[src/rtl/irq_arb_pkg.sv]
package irq_arb_pkg;
  localparam int unsigned DEF_LEVELS = 7;
  localparam int unsigned DEF_LVL_W  = $clog2(DEF_LEVELS + 1);
  typedef logic [DEF_LVL_W-1:0] lvl_t;
endpackage

[src/rtl/irq_nmi_edge.sv]
module irq_nmi_edge (
  input  logic clk,
  input  logic rst,
  input  logic req_top,
  input  logic clr,
  output logic pend_o
);
  logic prev_q;
  logic held_q;
  logic rise;

  assign rise   = req_top & ~prev_q;
  assign pend_o = held_q | rise;

  always_ff @(posedge clk) begin
    if (rst) begin
      prev_q <= 1'b0;
      held_q <= 1'b0;
    end else begin
      prev_q <= req_top;
      held_q <= pend_o & ~clr;
    end
  end

  // a remembered edge stays until it is consumed
  p_nmi_keep_r5: assert property (@(posedge clk) disable iff (rst)
    (held_q && !$past(clr)) |=> held_q || $past(clr));
endmodule

[src/rtl/irq_prio_enc.sv]
module irq_prio_enc #(
  parameter int unsigned NUM_LEVELS = 7,
  localparam int unsigned LVL_W = $clog2(NUM_LEVELS + 1)
) (
  input  logic [NUM_LEVELS-1:0] pend,
  output logic [LVL_W-1:0]      lvl
);
  always_comb begin
    lvl = '0;
    for (int i = 0; i < NUM_LEVELS; i++) begin
      if (pend[i]) lvl = LVL_W'(i + 1);
    end
  end
endmodule

[src/rtl/irq_take_ctrl.sv]
module irq_take_ctrl #(
  parameter int unsigned NUM_LEVELS = 7,
  localparam int unsigned LVL_W = $clog2(NUM_LEVELS + 1)
) (
  input  logic             clk,
  input  logic             rst,
  input  logic [LVL_W-1:0] lvl,
  input  logic [LVL_W-1:0] mask,
  input  logic             ready,
  output logic             take_top_o,
  output logic             take_o,
  output logic [LVL_W-1:0] level_o
);
  localparam logic [LVL_W-1:0] TOP = LVL_W'(NUM_LEVELS);

  logic accept;
  logic go;

  assign accept     = (lvl == TOP) || (lvl > mask);
  assign go         = accept && ready && !take_o;
  assign take_top_o = go && (lvl == TOP);

  always_ff @(posedge clk) begin
    if (rst) begin
      take_o  <= 1'b0;
      level_o <= '0;
    end else begin
      take_o <= go;
      if (go) level_o <= lvl;
    end
  end

  // pulse is one cycle wide
  p_pulse_width_r6: assert property (@(posedge clk) disable iff (rst)
    take_o |=> !take_o);
  // take only after a ready cycle
  p_take_ready_r6: assert property (@(posedge clk) disable iff (rst)
    $rose(take_o) |-> $past(ready));
endmodule

[src/rtl/irq_prio_arb.sv]
module irq_prio_arb #(
  parameter int unsigned NUM_LEVELS = irq_arb_pkg::DEF_LEVELS,
  localparam int unsigned LVL_W = $clog2(NUM_LEVELS + 1)
) (
  input  logic                  clk,
  input  logic                  rst,
  input  logic [NUM_LEVELS-1:0] irq_req,
  input  logic [LVL_W-1:0]      cur_mask,
  input  logic                  core_ready,
  output logic                  take_o,
  output logic [LVL_W-1:0]      take_level_o
);
  localparam logic [LVL_W-1:0] TOP = LVL_W'(NUM_LEVELS);

  logic [NUM_LEVELS-1:0] pend;
  logic [LVL_W-1:0]      best;
  logic                  top_pend;
  logic                  top_taken;

  irq_nmi_edge u_nmi (
    .clk     (clk),
    .rst     (rst),
    .req_top (irq_req[NUM_LEVELS-1]),
    .clr     (top_taken),
    .pend_o  (top_pend)
  );

  assign pend = {top_pend, irq_req[NUM_LEVELS-2:0]};

  irq_prio_enc #(.NUM_LEVELS(NUM_LEVELS)) u_enc (
    .pend (pend),
    .lvl  (best)
  );

  irq_take_ctrl #(.NUM_LEVELS(NUM_LEVELS)) u_ctl (
    .clk        (clk),
    .rst        (rst),
    .lvl        (best),
    .mask       (cur_mask),
    .ready      (core_ready),
    .take_top_o (top_taken),
    .take_o     (take_o),
    .level_o    (take_level_o)
  );

  // a take never reports level 0
  p_nonzero_r1: assert property (@(posedge clk) disable iff (rst)
    take_o |-> take_level_o != '0);
  // maskable takes exceed the mask seen at decision time
  p_mask_strict_r3: assert property (@(posedge clk) disable iff (rst)
    (take_o && take_level_o != TOP) |-> take_level_o > $past(cur_mask));
  // level output only moves with a take
  p_level_hold_r8: assert property (@(posedge clk) disable iff (rst)
    !take_o |-> $stable(take_level_o) || $past(rst));
endmodule

[config.mk]
export PLATFORM = sky130hd
export DESIGN_NAME = irq_prio_arb
export DESIGN_NICKNAME = d
export VERILOG_FILES = /design/src/rtl/irq_arb_pkg.sv /design/src/rtl/irq_nmi_edge.sv /design/src/rtl/irq_prio_enc.sv /design/src/rtl/irq_take_ctrl.sv /design/src/rtl/irq_prio_arb.sv
export SDC_FILE = /design/constraint.sdc
export NUM_CORES = 1
export LEC_CHECK = 0
export CAP_MARGIN = 20
export CORE_AREA = 4 4 41 43
export CTS_CLUSTER_SIZE = 30
export DETAILED_ROUTE_END_ITERATION = 12
export DIE_AREA = 0 0 45 47
export PLACE_DENSITY = 0.57
export SETUP_SLACK_MARGIN = 0.02
export SLEW_MARGIN = 20
export SYNTH_ARGS = -nofsm -noshare
export SYNTH_HDL_FRONTEND = slang
export SYNTH_SLANG_ARGS = --single-unit
[constraint.sdc]
create_clock -name clk -period 2.1 [get_ports clk]
set_input_delay 0.525 -clock clk [delete_from_list [all_inputs] [get_ports clk]]
set_output_delay 0.525 -clock clk [all_outputs]
set_load 0.03 [all_outputs]
==> metrics.yaml <==
global_route:
  grtUsageMet3_pct: 6.90
  grt_use_met2_pct: 18.1
  globalRouteOverflowTotal: 0
  busiest_layer: "met2"
  antenna_found_initial: 0
  grt_max_degree: 6
  grt_pass1_wl_mm: 1.63
  grt_use_met1_pct: 12.6
  grt_pass1_vias: 414
  grt.total_usage_pct: 10.8
routing:
  firstDrtPassIters: 4
  vias: 430
  wire_per_inst_microns: 11.2
  drc_errors: 0
  drt-initial-drc-count: 6
  routed_via_density: 4.62
  drt_wl_total_mm: 1.04
  antenna_left: 0
worst_setup_path:
  cp.arrival_ns: 2.15
  worstReg2RegEnd: "u_ctl.level_o[2]$_SDFFE_PP0P_"
  crit_required_ns: 2.23
  reg2reg_slack_ns: 0.11
  cp-start-kind: "primary input"
  path_max_fanout: 3
  ff2ff_path_depth: 9
  end_kind: "register"
  crit_type: "in2reg"
  timing.rr.start: "u_nmi.prev_q$_SDFF_PP0_"
yosys:
  synth_seq_cells: 6
  syn_inst: 42
  synth_cell_type_count: 22
  syn_area_per_cell_sq_um: 8.88
  syn_area_sq_um: 373
  ys_seq_area_share_pct: 32.2
  syn-num-nets: 58
  ys_warn_count: 0
layout:
  layoutNonFillerInstCount: 93
  final_common_cell: "buf_4"
  nets: 96
  final_cell_mix: "buf_4, clkdlybuf4s50_1, dfxtp_1"
  postLayoutCellArea_sq_um: 752
  multi_input_area_sq_um: 278
  nFillCells: 129
  areaGrowthSynthToFinish_pct: 102
  n_antenna_cell: 0
  seqCellArea_sq_um: 120
  drive_above_1_share_pct: 41.0
floorplanning:
  io_pins: 17
  die_y_microns: 47
  die_area_sq_um: 2120
  core_area_sq_um: 1300
  rows: 13
  initial_core_util_pct: 28.7
  fp.dieW_microns: 45
sta:
  tightestPinTransition_ns: 0.309
  fmax_ghz: 0.495
  timing.final.hold_violations: 0
  final_max_slew_viol_count: 0
  finalCriticalPeriod_ns: 2.02
  hold_slack_ns: 0.516
  finalSetupViolations: 0
  fin_ws_ns: 0.0804
  period_share_pct: 96.2
  rsz0062_at_grt: "no"
  finalClockSkew_ns: 0.00204
  maxSlewHeadroom_pct: 79.3
power:
  total_power_uw: 417
  leakage_uw: 0.000380
  powerDensity_nw_per_um2: 554
  peakVddDrop_uv: 376
place:
  globalplace.congestion: 0.767
  postPlaceCellArea_sq_um: 589
  post-place-ws_ns: -0.439
  port_buffers: 16
  placedCellCount: 78
  place.detailed.hpwl_microns: 702
clock_network:
  ctsHoldBuffers: 0
  clock_latency_ns: 0.24
  path_clk_slew_ns: 0.04
  cts_inserted_buffers: 3
  cts_tree: "done"
  clock_path_buffers: 2
  cts.sinks: 6
  cts-root-buf: "clkbuf_4"
  htree_levels: 1
min_path:
  hold_path_startpoint: "irq_req[6]"
  hold_end: "u_nmi.prev_q$_SDFF_PP0_"
  min_path_cells: 2
  holdCritPathClass: "in2reg"
status:
  status: "complete, no violations"
run:
  maxCapViolCount: 0
## critical path: stages
cell           delay, ns
dlygate4sd2_1       0.26
nor2_2              0.12
nand3b_1            0.16
ha_4                0.34
nand3b_1            0.10
buf_4               0.16
a21oi_4             0.16
o21ai_2             0.10
o211a_1             0.23
## where the power goes
| group | leakage, uW | switching (uW) | internal (uW) |
|---|---|---|---|
| logic | 0.000316 | 79.1 | 103 |
| clock network | 0.0000138 | 38.5 | 64.4 |
| registers | 0.0000498 | 6.09 | 126 |
| total | 0.000380 | 124 | 293 |
## logic make-up after synthesis
kind of cell             Yosys count  share of synthesized area (%)
AND/OR/NAND/NOR                   14                           23.5
AO/OA/AOI/OAI                     13                           28.2
buffers and inverters              6                           6.04
flip-flops                         6                           32.2
adder cells (fa/ha/maj)            3                           10.1
## routing by layer
metal	up-vias	wire length [microns]
li1	227	-
met1	187	463
met2	16	490
met3	0	89
met4	0	0
met5	-	0
## Yosys cell counts
| master | instances | area (sq um) |
|---|---|---|
| dfxtp_1 | 6 | 120 |
| ha_1 | 3 | 37.5 |
| a221o_1 | 2 | 20.0 |
| a21oi_1 | 1 | 5.00 |
| a21oi_2 | 1 | 8.76 |
| nor2_2 | 1 | 6.26 |
| inv_1 | 6 | 22.5 |
| nand3b_1 | 3 | 22.5 |
| and3_4 | 1 | 11.3 |
| a21o_2 | 1 | 8.76 |
| nor2_1 | 3 | 11.3 |
| o21ai_0 | 2 | 10.0 |
| a31oi_1 | 1 | 6.26 |
| and2b_1 | 1 | 7.51 |
| nor2b_1 | 1 | 6.26 |
| o21ai_2 | 1 | 8.76 |
| a311oi_1 | 1 | 8.76 |
| a221oi_1 | 1 | 8.76 |
| nand2_1 | 1 | 3.75 |
| and3_1 | 1 | 6.26 |
| nand2b_1 | 2 | 12.5 |
| o211a_1 | 2 | 20.0 |
## layout make-up
type                       count  share of cell area (%)
multi-input combinational     30                    36.9
timing repair buffer          33                    38.6
inverter                       6                    3.00
sequential                     6                    16.0
tap                           15                    2.50
clock buffer                   3                    3.00
## state kept, by name, summed over array words and instances (netlist names)
register	cells
u_nmi.held_q	1
u_ctl.take_o	1
u_nmi.prev_q	1
u_ctl.level_o	3
## stage by stage
| stage | TNS [ns] | util [%] |
|---|---|---|
| after global placement | -1.63 | 45.3 |
| after global routing | 0 | 57.8 |
| after CTS | 0 | 55.6 |
| after detailed placement | -1.62 | 45.3 |
| after floorplan | 0 | - |
| final | 0 | 57.8 |
## worst max-delay path by stage
| stage | to | cells past startpoint | start |
|---|---|---|---|
| finish | u_ctl.level_o[2]$_SDFFE_PP0P_ | 9 | irq_req[4] |
| global route | u_ctl.level_o[2]$_SDFFE_PP0P_ | 9 | irq_req[4] |
| CTS | u_ctl.level_o[2]$_SDFFE_PP0P_ | 9 | irq_req[0] |
| detailed placement | u_ctl.level_o[2]$_SDFFE_PP0P_ | 8 | irq_req[6] |
| global placement | u_ctl.level_o[2]$_SDFFE_PP0P_ | 8 | irq_req[6] |
| floorplan | u_ctl.level_o[1]$_SDFFE_PP0P_ | 7 | irq_req[6] |
## what timing repair did
item                                    CTS  global route
endpoints found under the setup margin    4             4
setup buffers                            11             1
pin swaps                                12            18
resized for setup                        11             9
(Power assumes the default switching activity.)
